$ cat src/rtl/gpio_pin_bank.sv
module gpio_pin_bank #(
  parameter int NPIN    = 36,
  parameter int NLVL    = 8,
  parameter int AW      = 6,
  parameter int NIRQ    = 10,
  parameter int LVL_PIN = 1,
  parameter int NMI_PIN = 9
) (
  input  logic            clk,
  input  logic            rst_n,
  input  logic [AW-1:0]   bus_addr,
  input  logic            bus_wr,
  input  logic [7:0]      bus_wdata,
  input  logic            bus_rd,
  output logic [7:0]      bus_rdata,
  input  logic            pin_upd,
  input  logic [AW-1:0]   pin_sel,
  input  logic            pin_lvl,
  input  logic            nmi_req,
  output logic [NIRQ-1:0] irq_o,
  output logic            upd_err
);

  localparam int LAST = NLVL + NPIN;

  logic [7:0] pin_q  [NPIN];
  logic [7:0] wr_val [NPIN];
  logic       nmi_ph;
  logic       irq_lvl_q;
  logic       irq_nmi_q;

  wire [AW-1:0] rel      = bus_addr - AW'(NLVL);
  wire          in_win   = (32'(bus_addr) >= 32'(NLVL)) && (32'(bus_addr) < 32'(LAST));
  wire          wr_hit   = bus_wr && in_win;
  wire          nmi_step = nmi_ph || nmi_req;
  wire          upd_act  = nmi_step || (pin_upd && (32'(pin_sel) < 32'(NPIN)));
  wire [AW-1:0] upd_idx  = nmi_step ? AW'(NMI_PIN) : pin_sel;
  wire          upd_bit  = nmi_step ? !nmi_ph : pin_lvl;

  always_comb begin
    for (int i = 0; i < NPIN; i++) begin
      wr_val[i] = pin_q[i];
      if (wr_hit && rel == AW'(i))
        wr_val[i] = {bus_wdata[7:2], bus_wdata[2] ? bus_wdata[0] : pin_q[i][1], bus_wdata[0]};
    end
  end

  always_ff @(posedge clk) begin
    if (!rst_n) begin
      for (int i = 0; i < NPIN; i++)
        pin_q[i] <= (i == LVL_PIN) ? 8'h02 : 8'h00;
    end else begin
      for (int i = 0; i < NPIN; i++) begin
        if (upd_act && upd_idx == AW'(i))
          pin_q[i] <= {wr_val[i][7:2], upd_bit, wr_val[i][0]};
        else
          pin_q[i] <= wr_val[i];
      end
    end
  end

  always_ff @(posedge clk) begin
    if (!rst_n) begin
      nmi_ph    <= 1'b0;
      irq_lvl_q <= 1'b0;
      irq_nmi_q <= 1'b0;
      upd_err   <= 1'b0;
      bus_rdata <= 8'h00;
    end else begin
      nmi_ph  <= nmi_req && !nmi_ph;
      upd_err <= upd_act && wr_val[upd_idx][2];
      if (upd_act && upd_idx == AW'(LVL_PIN) && upd_bit != wr_val[LVL_PIN][1])
        irq_lvl_q <= !upd_bit;
      if (upd_act && upd_idx == AW'(NMI_PIN) && upd_bit != wr_val[NMI_PIN][1])
        irq_nmi_q <= upd_bit;
      if (bus_rd)
        bus_rdata <= in_win ? pin_q[rel] : 8'h00;
    end
  end

  always_comb begin
    irq_o          = '0;
    irq_o[LVL_PIN] = irq_lvl_q;
    irq_o[NMI_PIN] = irq_nmi_q;
  end


  lvl_rd_chk: assert property (@(posedge clk) disable iff (!rst_n)
    (bus_rd && 32'(bus_addr) < 32'(NLVL)) |=> bus_rdata == 8'h00);


  lvl_irq_chk: assert property (@(posedge clk) disable iff (!rst_n)
    (pin_upd && !nmi_step && pin_sel == AW'(LVL_PIN) && !pin_lvl && pin_q[LVL_PIN][1]
     && !(wr_hit && rel == AW'(LVL_PIN))) |=> irq_o[LVL_PIN]);


  nmi_pulse_chk: assert property (@(posedge clk) disable iff (!rst_n)
    (nmi_req && !nmi_ph && !pin_q[NMI_PIN][1] && !(wr_hit && rel == AW'(NMI_PIN)))
    |=> irq_o[NMI_PIN] ##1 !irq_o[NMI_PIN]);


  irq_hold_chk: assert property (@(posedge clk) disable iff (!rst_n)
    (!pin_upd && !nmi_req && !nmi_ph) |=> $stable(irq_o));


  drv_err_chk: assert property (@(posedge clk) disable iff (!rst_n)
    (pin_upd && !nmi_step && 32'(pin_sel) < 32'(NPIN) && pin_q[pin_sel][2]
     && !(wr_hit && rel == pin_sel)) |=> upd_err);

  for (genvar g = 0; g < NPIN; g++) begin : g_wchk

    wr_loop_chk: assert property (@(posedge clk) disable iff (!rst_n)
      (wr_hit && rel == AW'(g) && bus_wdata[2] && !(upd_act && upd_idx == AW'(g)))
      |=> pin_q[g][1] == $past(bus_wdata[0]));
  end

endmodule

$ cat config.mk
export PLATFORM = sky130hd
export DESIGN_NAME = gpio_pin_bank
export DESIGN_NICKNAME = d
export VERILOG_FILES = /design/src/rtl/gpio_pin_bank.sv
export SDC_FILE = /design/constraint.sdc
export NUM_CORES = 1
export LEC_CHECK = 0
export BUFFER_PORTS_ARGS = -buffer_cell sky130_fd_sc_hd__buf_2
export CAP_MARGIN = 40
export CORE_MARGIN = 2
export CORE_UTILIZATION = 50
export DETAILED_ROUTE_END_ITERATION = 16
export HOLD_SLACK_MARGIN = 0.03
export PLACE_DENSITY = 0.66
export SLEW_MARGIN = 10
export SYNTH_ARGS = -nofsm -noshare
export SYNTH_HDL_FRONTEND = slang
export SYNTH_SLANG_ARGS = --single-unit
export TNS_END_PERCENT = 20
$ cat constraint.sdc
create_clock -name clk -period 4.1 [get_ports clk]
set_input_delay 0.41 -clock clk [delete_from_list [all_inputs] [get_ports clk]]
set_output_delay 0.41 -clock clk [all_outputs]
set_load 0.02 [all_outputs]
==> out/metrics.cfg <==
[worst_setup_path]
worst-path-max-fanout = 12
crit_buf_inv = 3
cp_data_arrival_time_ps = 3350
crit_type = input port to flip-flop
path_delay_family = compound AO/OA/AOI/OAI gates
crit_chain = buf_2 > inv_1 > ha_1 > inv_1 > o32ai_2 > nand3_1 > nor2b_1 > mux2_2 > a21oi_1 > a311oi_1
cp-start-kind = input port
cp_slowest_cell = o32ai_2
max_stage_delay_ps = 770
required_ps = 4340
critPathMostFrequentCell = inv_1
end_kind = flip-flop

[synth]
yosysWarningCount = 0
async_flop_share_pct = 0
synthTopCellsByArea = edfxtp_1 49%, mux2i_1 13%, mux4_2 11%
synth_area_sq_um = 17500
synth.avg_cell_area_sq_um = 11.9
yosys_register_bits = 300
synth_ff_type = edfxtp_1
post-synth-top-area-cell = edfxtp_1
synth-edff-count = 288
ys_seq_area_share_pct = 50.7
synth_top_area_share_pct = 49.3
syn_inst = 1477
synthDistinctLibCells = 66

[timing]
rsz0062_at_grt = no
setup_tns_ps = 0
final.min_clock_period_ps = 3120
relSlewSlack_pct = 37.5
finalHoldViolations = 0
max_freq_ghz = 0.321
setup_viol = 0
fin_worst_skew_ps = 11.4
finalCritPeriodShare_pct = 76.1
worst_pin_slew_ps = 928
fin_ws_ps = 982
drv_slew = 0

[drt]
ant_nets = 0
drt_iter0_drc = 1509
firstDrtPassIters = 5
wire_per_inst_um = 21.5
wl_mm = 48.4
vias = 13000
routed_via_density = 5.77
drc = 0

[floorplan]
die_area_sq_um = 36600
initial_core_util_pct = 50.8
die_h_um = 191
die_x_um = 191
coreArea_sq_um = 34500
rows = 68
io_pins = 46

[clock_network]
clkTransAtPathRegs_ps = 60
numCtsBuffers = 36
postCtsSetupBuffers = 0
ctsHoldBuffers = 0
cts_tree = done
cts-root-buf = clkbuf_16
clock_latency_ps = 530
clock_path_buffers = 3
cts.sinks = 300
cts_resized = 0
htreeDepth = 2

[grt]
grt_max_degree = 122
grt_pass1_vias = 12500
grt_pass1_wl_mm = 74.3
antenna_found_initial = 0
track_usage_pct = 26.9
grt_overflow = 0

[worst_hold_path]
hp-class = input port to flip-flop

[finish]
antenna_cells = 0
syn_to_final_growth_pct = 16.8
drive_above_1_share_pct = 15.1
finalNetCount = 1801

[power]
vdd_ir_drop_max_v = 0.000245
cellLeakagePower_uw = 0.00767
p_per_area_nw_per_um2 = 378

[outcome]
status = finished clean

[place]
dp_slack_ps = 553
dp_hpwl_mm = 32.5
io_buffers = 36
place_congestion = 0.950

[flow_run]
max_cap_violations = 0

==> Yosys cell counts, drive strengths merged (2+ instances only) <==
library cell  number
clkbuf            92
nand2b             4
or2                4
dfxtp             12
nand2            106
mux4              88
o21ai             59
nand4              7
mux2i            219
nand3             33
o221a              2
a221oi            13
o311a             11
a311oi             7
o31ai             11
or3                5
o32a               2
and3               3
conb               2
o221ai             3
nand4b             2
nor2             279
nor4               8
a211oi            24
o32ai              2
buf               39
nor4bb             2
o31a               6
and2               8
o211ai             2
edfxtp           288
or4                4
a21oi             65
inv               13
nor2b              6
o41ai              3
mux2               4
o211a              7
nor3              19
==> state kept, by name, summed over array words and instances, names as in the netlist, named ones only <==
signal and flops:
nmi_ph 1, irq_lvl_q 1, bus_rdata 8, pin_q 287, irq_nmi_q 1, upd_err 1
==> metal layers <==
metal	vias to the layer above	global-route usage, %	part of all wire, %
li1	5926	-	-
met1	6409	38.0	42
met2	574	41.9	46
met3	91	5.16	8.4
met4	0	9.14	2.9
met5	-	0	0
==> placed cells by master, fill, tap and decap left out, types with 4 or more instances in the layout <==
cell	n
mux4_2	88
nand4_1	7
nor4_1	8
o211a_1	7
nand3_1	33
edfxtp_1	288
nor2_1	271
mux2_2	4
or2_2	4
buf_2	34
clkbuf_1	13
nand2_1	105
buf_4	55
a211oi_1	24
or3_1	5
clkinv_1	4
o311a_1	11
nor2b_1	6
conb_1	295
o21ai_0	58
nor3_2	4
dfxtp_1	12
nand2b_1	4
nor2_2	6
and2_1	7
o31a_1	6
a21oi_1	65
inv_1	12
buf_12	6
mux2i_1	219
a311oi_1	6
nor3_4	11
o31ai_1	11
nor3_1	4
a221oi_1	13
clkbuf_16	37
==> final cells by class <==
cell class,count,area (sq um)
inverters,13,56.3
clock inverters,14,156
repair buffers,96,714
flip-flops and latches,300,8890
well taps,455,569
fillers,2909,14100
multi-input cells,1326,9110
clock buffers,50,975
==> kinds of logic after synthesis <==
logic type / count (synthesis) / share of synthesized area [%]
flip-flops: 300 / 50.7
AO/OA/AOI/OAI: 223 / 8.44
multiplexers: 311 / 24.1
buffers and inverters: 144 / 3.65
adder cells (fa/ha/maj): 1 / 0.0714
other: 2 / 0.0428
XOR/XNOR: 1 / 0.0500
AND/OR/NAND/NOR: 495 / 13.0
==> worst paths after layout <==
path / startpoint / cells past startpoint / slack (ps) / end
worst min-delay path: nmi_req / 2 / 190 / nmi_ph$_SDFF_PN0_
worst max-delay path: bus_addr[3] / 10 / 980 / pin_q[24][1]$_SDFFCE_PN0P_
worst max register to register: nmi_ph$_SDFF_PN0_ / 7 / 1700 / upd_err$_SDFF_PN0_
worst min register to register: bus_rdata[5]$_SDFFE_PN0P_ / 2 / 460 / bus_rdata[5]$_SDFFE_PN0P_
==> report_power, final <==
group	switching, uW	internal (uW)
sequential	93.9	3570
combinational	594	355
clock	1260	1860
total	1950	5780
==> metrics by stage <==
step           cell area, sq um  power [uW]  hold WS, ps  instances  utilization [%]
6_report                  20500        7730          195       2254             59.3
5_1_grt                   20500        7990          192       2254             59.3
4_1_cts                   20500        7770          176       2253             59.2
3_5_place_dp              19300        4650          451       2189             55.9
3_3_place_gp              19300        4620          441       2187             55.9
2_1_floorplan             18600        4360          464       1770                -
Note: power is estimated with default switching activity, not from simulation.
